File: src/rtl/adm_pkg.sv
package adm_pkg;
  typedef enum logic [1:0] {
    OP_HOLD   = 2'd0,
    OP_GROW   = 2'd1,
    OP_SHRINK = 2'd2,
    OP_CLEAR  = 2'd3
  } step_op_e;
endpackage

File: src/rtl/adm_step.sv
module adm_step
  import adm_pkg::*;
#(
  parameter int STEP_W   = 7,
  parameter int STEP_MIN = 4,
  parameter int STEP_MAX = 64
) (
  input  step_op_e            op,
  input  logic [STEP_W-1:0]   cur,
  output logic [STEP_W-1:0]   nxt
);
  localparam int WW = STEP_W + 1;

  logic [WW-1:0] wide_cur;
  logic [WW-1:0] grown;
  logic [WW-1:0] shrunk;

  assign wide_cur = {1'b0, cur};
  assign grown    = wide_cur + (wide_cur >> 1);
  assign shrunk   = wide_cur >> 1;

  function automatic logic [STEP_W-1:0] clamp_step(input logic [WW-1:0] v);
    if (v < WW'(STEP_MIN))      return STEP_W'(STEP_MIN);
    else if (v > WW'(STEP_MAX)) return STEP_W'(STEP_MAX);
    else                        return v[STEP_W-1:0];
  endfunction

  always_comb begin
    unique case (op)
      OP_GROW:   nxt = clamp_step(grown);
      OP_SHRINK: nxt = clamp_step(shrunk);
      OP_CLEAR:  nxt = '0;
      default:   nxt = cur;
    endcase
  end
endmodule

File: src/rtl/adm_leak.sv
module adm_leak #(
  parameter int EST_W  = 8,
  parameter int STEP_W = 7,
  parameter int LEAK_N = 6
) (
  input  logic signed [EST_W-1:0] est,
  input  logic [STEP_W-1:0]       step,
  input  logic                    up,
  input  logic                    clear,
  output logic signed [EST_W-1:0] nxt
);
  localparam int WW = EST_W + 2;
  localparam int HI = (1 << (EST_W - 1)) - 1;
  localparam int LO = -(1 << (EST_W - 1));

  logic signed [WW-1:0] ext_est;
  logic signed [WW-1:0] ext_leak;
  logic signed [WW-1:0] ext_step;
  logic signed [WW-1:0] sum;

  assign ext_est  = {{2{est[EST_W-1]}}, est};
  assign ext_leak = ext_est >>> LEAK_N;
  assign ext_step = {{(WW-STEP_W){1'b0}}, step};
  assign sum      = up ? (ext_est - ext_leak + ext_step)
                       : (ext_est - ext_leak - ext_step);

  always_comb begin
    if (clear)                 nxt = '0;
    else if (sum > WW'(HI))    nxt = EST_W'(HI);
    else if (sum < WW'(LO))    nxt = EST_W'(LO);
    else                       nxt = sum[EST_W-1:0];
  end
endmodule

File: src/rtl/adm_track.sv
module adm_track
  import adm_pkg::*;
#(
  parameter int EST_W    = 8,
  parameter int STEP_W   = 7,
  parameter int STEP_MIN = 4,
  parameter int STEP_MAX = 64,
  parameter int LEAK_N   = 6
) (
  input  logic                    clk,
  input  logic                    rst_n,
  input  logic                    valid,
  input  logic                    bit_in,
  input  logic                    sync,
  output logic [EST_W-1:0]        est,
  output logic [STEP_W-1:0]       step
);
  logic signed [EST_W-1:0] est_q, est_nxt;
  logic [STEP_W-1:0]       step_q, step_nxt;
  logic                    prev_q;
  logic                    armed_q;
  logic                    fire;
  step_op_e                op;

  assign fire = valid & bit_in & armed_q;

  always_comb begin
    if (fire)                  op = OP_CLEAR;
    else if (!valid)           op = OP_HOLD;
    else if (bit_in == prev_q) op = OP_GROW;
    else                       op = OP_SHRINK;
  end

  adm_step #(
    .STEP_W  (STEP_W),
    .STEP_MIN(STEP_MIN),
    .STEP_MAX(STEP_MAX)
  ) u_step (
    .op (op),
    .cur(step_q),
    .nxt(step_nxt)
  );

  adm_leak #(
    .EST_W (EST_W),
    .STEP_W(STEP_W),
    .LEAK_N(LEAK_N)
  ) u_leak (
    .est  (est_q),
    .step (step_nxt),
    .up   (bit_in),
    .clear(fire),
    .nxt  (est_nxt)
  );

  always_ff @(posedge clk or negedge rst_n) begin
    if (!rst_n) begin
      est_q  <= '0;
      step_q <= '0;
      prev_q <= 1'b0;
    end else if (valid) begin
      est_q  <= est_nxt;
      step_q <= step_nxt;
      prev_q <= bit_in;
    end
  end

  always_ff @(posedge clk or negedge rst_n) begin
    if (!rst_n)      armed_q <= 1'b0;
    else if (sync)   armed_q <= 1'b1;
    else if (fire)   armed_q <= 1'b0;
  end

  assign est  = est_q;
  assign step = step_q;
endmodule

File: src/rtl/adm_codec.sv
module adm_codec #(
  parameter int EST_W    = 8,
  parameter int STEP_W   = 7,
  parameter int STEP_MIN = 4,
  parameter int STEP_MAX = 64,
  parameter int LEAK_N   = 6
) (
  input  logic              clk,
  input  logic              rst_n,
  input  logic              enc_valid,
  input  logic              cmp_bit,
  input  logic              enc_sync,
  output logic              bit_out,
  output logic              bit_valid,
  output logic [EST_W-1:0]  enc_est,
  output logic [STEP_W-1:0] enc_step,
  input  logic              dec_valid,
  input  logic              rx_bit,
  input  logic              dec_sync,
  output logic [EST_W-1:0]  dec_est,
  output logic [STEP_W-1:0] dec_step
);
  localparam int SIDES = 2;

  logic [SIDES-1:0]  s_valid, s_bit, s_sync;
  logic [EST_W-1:0]  s_est  [SIDES];
  logic [STEP_W-1:0] s_step [SIDES];

  assign s_valid = {dec_valid, enc_valid};
  assign s_bit   = {rx_bit,    cmp_bit};
  assign s_sync  = {dec_sync,  enc_sync};

  for (genvar g = 0; g < SIDES; g++) begin : g_side
    adm_track #(
      .EST_W   (EST_W),
      .STEP_W  (STEP_W),
      .STEP_MIN(STEP_MIN),
      .STEP_MAX(STEP_MAX),
      .LEAK_N  (LEAK_N)
    ) u_track (
      .clk   (clk),
      .rst_n (rst_n),
      .valid (s_valid[g]),
      .bit_in(s_bit[g]),
      .sync  (s_sync[g]),
      .est   (s_est[g]),
      .step  (s_step[g])
    );
  end

  always_ff @(posedge clk or negedge rst_n) begin
    if (!rst_n) begin
      bit_out   <= 1'b0;
      bit_valid <= 1'b0;
    end else begin
      bit_valid <= enc_valid;
      if (enc_valid) bit_out <= cmp_bit;
    end
  end

  assign enc_est  = s_est[0];
  assign enc_step = s_step[0];
  assign dec_est  = s_est[1];
  assign dec_step = s_step[1];
endmodule

File: config.mk
export PLATFORM = sky130hd
export DESIGN_NAME = adm_codec
export DESIGN_NICKNAME = d
export VERILOG_FILES = /design/src/rtl/adm_pkg.sv /design/src/rtl/adm_step.sv /design/src/rtl/adm_leak.sv /design/src/rtl/adm_track.sv /design/src/rtl/adm_codec.sv
export SDC_FILE = /design/constraint.sdc
export NUM_CORES = 1
export LEC_CHECK = 0
export BUFFER_PORTS_ARGS = -buffer_cell sky130_fd_sc_hd__buf_2
export CAP_MARGIN = 10
export CORE_UTILIZATION = 55
export DETAILED_ROUTE_END_ITERATION = 8
export GPL_TIMING_DRIVEN = 0
export PLACE_DENSITY = 0.87
export SLEW_MARGIN = 20
export SYNTH_ARGS = -nofsm -noshare
export SYNTH_HDL_FRONTEND = slang
export SYNTH_SLANG_ARGS = --single-unit
export TNS_END_PERCENT = 1
File: constraint.sdc
create_clock -name clk -period 5.8 [get_ports clk]
set_clock_uncertainty 0.1 [all_clocks]
set_input_delay 0.29 -clock clk [delete_from_list [all_inputs] [get_ports clk]]
set_output_delay 0.29 -clock clk [all_outputs]
set_load 0.005 [all_outputs]
==> results of run 1 <==
-- per-stage QoR --
| stage | hold WS [ns] | util | worst slack (ns) | cells | TNS (ns) |
|---|---|---|---|---|---|
| after global routing | 0.0662 | 0.667 | -0.188 | 644 | -1.67 |
| after global placement | 0.304 | 0.609 | -0.442 | 615 | -2.83 |
| after CTS | 0.0586 | 0.635 | 0.00234 | 628 | 0 |
| after detailed placement | 0.326 | 0.609 | -0.633 | 615 | -4.39 |
| after floorplan | -0.106 | - | 0.0319 | 479 | 0 |
| final | 0.0602 | 0.667 | -0.0319 | 644 | -0.159 |
-- how the worst max path moves through the flow --
stage,from,slack [ns],cells past startpoint,endpoint
after floorplan,g_side[1].u_track.step[1]$_DFFE_PN0P_,0.03,24,g_side[1].u_track.est[6]$_DFFE_PN0P_
after global placement,g_side[1].u_track.step[1]$_DFFE_PN0P_,-0.44,24,g_side[1].u_track.est[6]$_DFFE_PN0P_
after detailed placement,g_side[1].u_track.step[1]$_DFFE_PN0P_,-0.63,24,g_side[1].u_track.est[6]$_DFFE_PN0P_
after CTS,g_side[1].u_track.step[1]$_DFFE_PN0P_,0.002,24,g_side[1].u_track.est[5]$_DFFE_PN0P_
after global routing,g_side[1].u_track.step[1]$_DFFE_PN0P_,-0.19,25,g_side[1].u_track.est[5]$_DFFE_PN0P_
final,g_side[1].u_track.step[1]$_DFFE_PN0P_,-0.03,25,g_side[1].u_track.est[5]$_DFFE_PN0P_
-- layer usage --
metal  vias up  global-route usage  wire length, um
li1       1856                   -                -
met1      1905               0.294             4220
met2       129               0.486             5480
met3        31              0.0336              430
met4         0              0.0836              254
met5         -                   0                0
-- cells in the final DEF, fill, tap and decap left out, types with 6 or more instances in the layout --
cell type,count
a211o_1,6
a21o_1,21
a21oi_1,31
a21oi_2,7
a221o_1,8
and3_1,8
buf_2,39
buf_4,22
clkbuf_1,8
dfrtp_1,33
ha_1,49
inv_1,52
nand2_1,19
nand3_1,7
nor2_1,35
nor2b_1,6
nor3_1,6
o21a_1,8
o21ai_0,19
xnor2_1,25
xor2_1,17
-- worst max-delay path: cells and delay by family, from the launching register on --
family | cells | cell delay [ns]
flops | 1 | 0.42
mux | 1 | 0.30
xor+xnor | 1 | 0.15
buf+inv | 4 | 0.45
compound gates | 12 | 2.96
fa+ha+maj | 3 | 0.91
simple gates | 4 | 0.47
-- timing repair --
action / CTS / global route
gates cloned: 0 / 0
hold buffers: 1 / 0
gates resized for setup: 11 / 27
setup buffers: 4 / 16
hold endpoints to repair: 35 / 0
setup endpoints to repair: 8 / 14
pin swaps: 5 / 18
-- flip-flops by register name, indices dropped and copies added, names as in the netlist --
name / cells
g_side.u_track.prev_q: 2
g_side.u_track.step: 14
g_side.u_track.armed_q: 2
g_side.u_track.est: 16
bit_valid: 1
-- kinds of logic (layout without fill, tap and decap cells) --
| logic type | Yosys count | in the layout | share of synthesized area |
|---|---|---|---|
| xor gates and xnor gates | 46 | 46 | 0.0986 |
| DFF | 35 | 35 | 0.214 |
| and+or+nand+nor | 112 | 112 | 0.141 |
| AOI/OAI and AO/OA | 157 | 157 | 0.281 |
| adders and majority gates | 58 | 58 | 0.189 |
| muxes | 6 | 6 | 0.0153 |
| buffers and inverters | 65 | 131 | 0.0615 |
-- cell type report --
type                            instances  area share
Buffer                                 12      0.0114
Sequential cell                        35       0.182
Clock inverter                          3     0.00494
Tap cell                               99      0.0257
Inverter                               53      0.0413
Multi-Input combinational cell        379       0.648
Timing Repair Buffer                   58      0.0717
Clock buffer                            5      0.0143
==> qor.csv, run 1 <==
metric;value;unit
seq_area_frac_synth;0.214;
overflow;0;
synth_area;4090;um^2
clk_pin_slew;0.08;ns
finalCritPeriodShare;1.01;
violations;setup timing;
vias;3921;
cp-end-kind;flip-flop;
antenna-diode-count;0;
finalSetupViolCount;6;
cp_common_cell;a21o_1;
root_buffer;clkbuf_8;
die_h;88.2;um
fillers;566;
synth_cells;479;
yosysWarnings;0;
min_from;enc_sync;
yosysTopAreaCell;dfrtp_1;
worst_pin_slew;0.790;ns
ant_nets;0;
r2r_setup_slack;-0.03;ns
min_path_cells;2;
die_area;7780;um^2
regArea;878;um^2
slowest_stage;dfrtp_2;
slowest_delay;0.42;ns
status;complete, but fails checks;
drv_cap;0;
io_pins;40;
drc;0;
r2r-start;g_side[1].u_track.step[1]$_DFFE_PN0P_;
crit_fanout;7;
multi_input_area;3120;um^2
die_w;88.2;um
final_nets;610;
clock_latency;0.31;ns
critPathLaunchType;flip-flop;
dp_hpwl;7.32;mm
netlist_top_cells_count;ha_1, inv_1, a21oi_1, nor2_1, dfrtp_1;
grt_max_degree;36;
synthFlopType;dfrtp_1;
final.setup.worst_slack;-0.0319;ns
grt_use_total;0.256;
hp-class;in -> reg;
grt_pass1_vias;3690;
ff2ff_path_depth;25;
cp.required;5.95;ns
maxSlewHeadroom;0.473;
yosysUniqueCellTypes;66;
synth.avg_cell_area;8.53;um^2
timing.fmax;0.171;GHz
grt_first_pass_wirelength;15.9;mm
initial_core_util;0.567;
port_buffers;37;
rsz0062_at_grt;true;
cts.sinks;35;
slew_violations;0;
vias_per_cell;6.09;
finalInstanceArea;4810;um^2
cts_tree;built;
async_flop_share;1.00;
htreeDepth;2;
wl_per_cell;16.1;um
critPathKind;reg -> reg;
holdPathEnd;g_side[0].u_track.armed_q$_DFFE_PN0P_;
synth-seq-cells;35;
cts_buffers;5;
r2r-end;g_side[1].u_track.est[5]$_DFFE_PN0P_;
clk_path_buf_depth;2;
firstDrtPassIters;5;
crit_arrival;5.98;ns
syn_nets;545;
hold_viol;0;
routed_wl;10.4;mm
gp_congestion;0.892;
synth.area.top_cells;dfrtp_1, ha_1, xnor2_1, inv_1, a21oi_1;
netlist.area_leader.share;0.214;
grt_antenna_before_repair;0;
core_area;7210;um^2
drt-initial-drc-count;192;
drive_gt1_frac;0.220;
syn_to_final_growth;17.8;%
final_period_minus_worst_setup_slack;5.83;ns
rows;31;
synth_edf_count;0;
dpl_cell_area;4400;um^2
Power of run 1 is not shown: default switching activity piles up to over one toggle a cycle in this logic, so the estimate is an artifact.
==> run 2, diff against run 1 <==
--- a/config.mk
+++ b/config.mk
@@ -7,6 +7,7 @@
 export LEC_CHECK = 0
 export BUFFER_PORTS_ARGS = -buffer_cell sky130_fd_sc_hd__buf_2
 export CAP_MARGIN = 10
+export CORE_MARGIN = 2
 export CORE_UTILIZATION = 55
 export DETAILED_ROUTE_END_ITERATION = 8
 export GPL_TIMING_DRIVEN = 0
==> qor.csv, run 2 (same netlist as run 1, synthesis figures left out) <==
metric;value;unit;change
drc;0;;unchanged
fin_hold_ws;-0.0293;ns;-0.0895 ns
violations;hold timing;;
port_buffers;37;;unchanged
r2r_setup_slack;0.10;ns;+0.13 ns
grt_use_total;0.249;;-0.00671
cts.sinks;35;;unchanged
clock_latency;0.30;ns;about the same
fin_util;0.670;;+0.00295
overflow;0;;unchanged
die_area;8140;um^2;+4.6%
final_nets;613;;+0.49%
cp.required;5.94;ns;about the same
antenna-diode-count;0;;unchanged
slowest_delay;0.41;ns;about the same
io_pins;40;;unchanged
root_buffer;clkbuf_8;;
drv_cap;0;;unchanged
r2r-start;g_side[1].u_track.step[0]$_DFFE_PN0P_;;
cp_common_cell;a21o_1;;
slowest_stage;dfrtp_1;;
hold_buffers;0;;-1
initial_core_util;0.567;;unchanged
dp_hpwl;7.50;mm;+2.5%
endpoint;g_side[1].u_track.est[5]$_DFFE_PN0P_;;
worst_pin_slew;0.821;ns;+0.0312 ns
grt_pass1_vias;3821;;+3.6%
clk_pin_slew;0.08;ns;about the same
critPathKind;reg -> reg;;
drive_gt1_frac;0.228;;+0.00792
slew_violations;0;;unchanged
cts_buffers;5;;unchanged
gp_congestion;0.908;;+1.8%
maxSlewHeadroom;0.453;;-0.0208
drt-initial-drc-count;146;;-24%
timing.fmax;0.176;GHz;+2.4%
crit_arrival;5.84;ns;-0.14 ns
path_cells;ha_2 -> fa_2 -> a21o_1 -> a211o_1 -> a21o_1 -> a211o_4 -> nor2_4 -> a221o_1 -> inv_1 -> ha_1 -> nor2_1 -> a21o_1 -> inv_1 -> ha_1 -> a21o_1 -> a21oi_2 -> nor2b_2 -> o41ai_2 -> o21ai_0 -> a21oi_4 -> nor3_2 -> mux2_2 -> a211oi_4 -> a221o_1;;
firstDrtPassIters;4;;-1
finalCritPeriodShare;0.982;;-0.0231
hold_viol;35;;+35
clk_path_buf_depth;2;;unchanged
vias;3956;;+0.89%
final_period_minus_worst_setup_slack;5.70;ns;-0.134 ns
ant_nets;0;;unchanged
die_w;90.2;um;+2.3%
htreeDepth;2;;unchanged
wl_per_cell;16.7;um;+3.5%
crit_fanout;6;;-1
routed_wl;10.8;mm;+4.0%
critPathLaunchType;flip-flop;;
grt_first_pass_wirelength;17.1;mm;+7.5%
cp-end-kind;flip-flop;;
hp-class;in -> async;;
grt_antenna_before_repair;0;;unchanged
mostFrequentLayoutCell;inv_1;;
cts_tree;built;;
die_h;90.2;um;+2.3%
r2r-end;g_side[1].u_track.est[5]$_DFFE_PN0P_;;
cp-startpoint;g_side[1].u_track.step[0]$_DFFE_PN0P_;;
final_cell_mix;inv_1, ha_1, buf_2, nor2_1, a21oi_1;;
grt_max_degree;36;;unchanged
vias_per_cell;6.11;;+0.42%
syn_to_final_growth;18.3;%;
core_area;7210;um^2;unchanged
rows;31;;unchanged
largest_register_ffs;16;;unchanged
finalSetupViolCount;0;;-6
ff2ff_path_depth;24;;-4.0%
status;complete, but fails checks;;
[run 2: changes by cell type in the layout (fill, tap and decap cells not counted), sizes merged]
cell / previous run / this run
clkinv: 0 / 1
inv: 54 / 53
buf: 61 / 65
dlygate4sd3: 1 / 0
[run 2: worst min-delay path by stage]
stage | depth (start not counted) | start | slack (ns) | end
after floorplan | 0 | rst_n | -0.11 | bit_valid$_DFF_PN0_
after global placement | 1 | rst_n | 0.31 | g_side[0].u_track.step[0]$_DFFE_PN0P_
after detailed placement | 1 | rst_n | 0.33 | g_side[0].u_track.step[0]$_DFFE_PN0P_
after CTS | 1 | rst_n | 0.0006 | g_side[0].u_track.step[0]$_DFFE_PN0P_
after global routing | 1 | rst_n | 0.06 | g_side[0].u_track.step[1]$_DFFE_PN0P_
final | 1 | rst_n | -0.03 | g_side[0].u_track.step[0]$_DFFE_PN0P_
[run 2: metrics by stage]
stage / setup TNS [ns] / cell area (um^2) / hold WS, ns / cells / setup WS, ns
final: 0 / 4830 / -0.0293 / 647 / 0.102
after global routing: -1.01 / 4830 / 0.0563 / 647 / -0.0997
after CTS: 0 / 4610 / 0.000608 / 629 / 0.00853
after detailed placement: -5.50 / 4400 / 0.330 / 615 / -0.690
after global placement: -2.87 / 4400 / 0.310 / 615 / -0.450
after floorplan: 0 / 4090 / -0.106 / 479 / 0.0319
[run 2: what timing repair did]
action	CTS	global route
buffers inserted	6	18
pin swaps	8	23
setup endpoints to repair	15	15
resized for setup	16	24
[run 2: layout make-up]
| class | count | area (um^2) |
|---|---|---|
| Sequential cell | 35 | 881 |
| Clock inverter | 3 | 20.0 |
| Clock buffer | 5 | 68.8 |
| Timing Repair Buffer | 61 | 369 |
| Inverter | 53 | 199 |
| Buffer | 12 | 55.1 |
| Tap cell | 99 | 124 |
| Multi-Input combinational cell | 379 | 3120 |
| Fill cell | 580 | 2380 |
[run 2: routing by layer]
layer,vias to the layer above,track usage,share of wire
met5,-,0,0
met4,0,0.0872,0.025
met3,30,0.0277,0.045
met2,159,0.466,0.53
met1,1901,0.293,0.40
li1,1866,-,-
[run 2: critical path: cells and delay by family (launching register included)]
kind                       cells  cell delay [ns]
adders and majority gates      4             1.10
and+or+nand+nor                4             0.41
DFF                            1             0.41
AOI/OAI and AO/OA             13             3.22
muxes                          1             0.30
buffers and inverters          2             0.10
Power of run 2 is left out for the same reason.
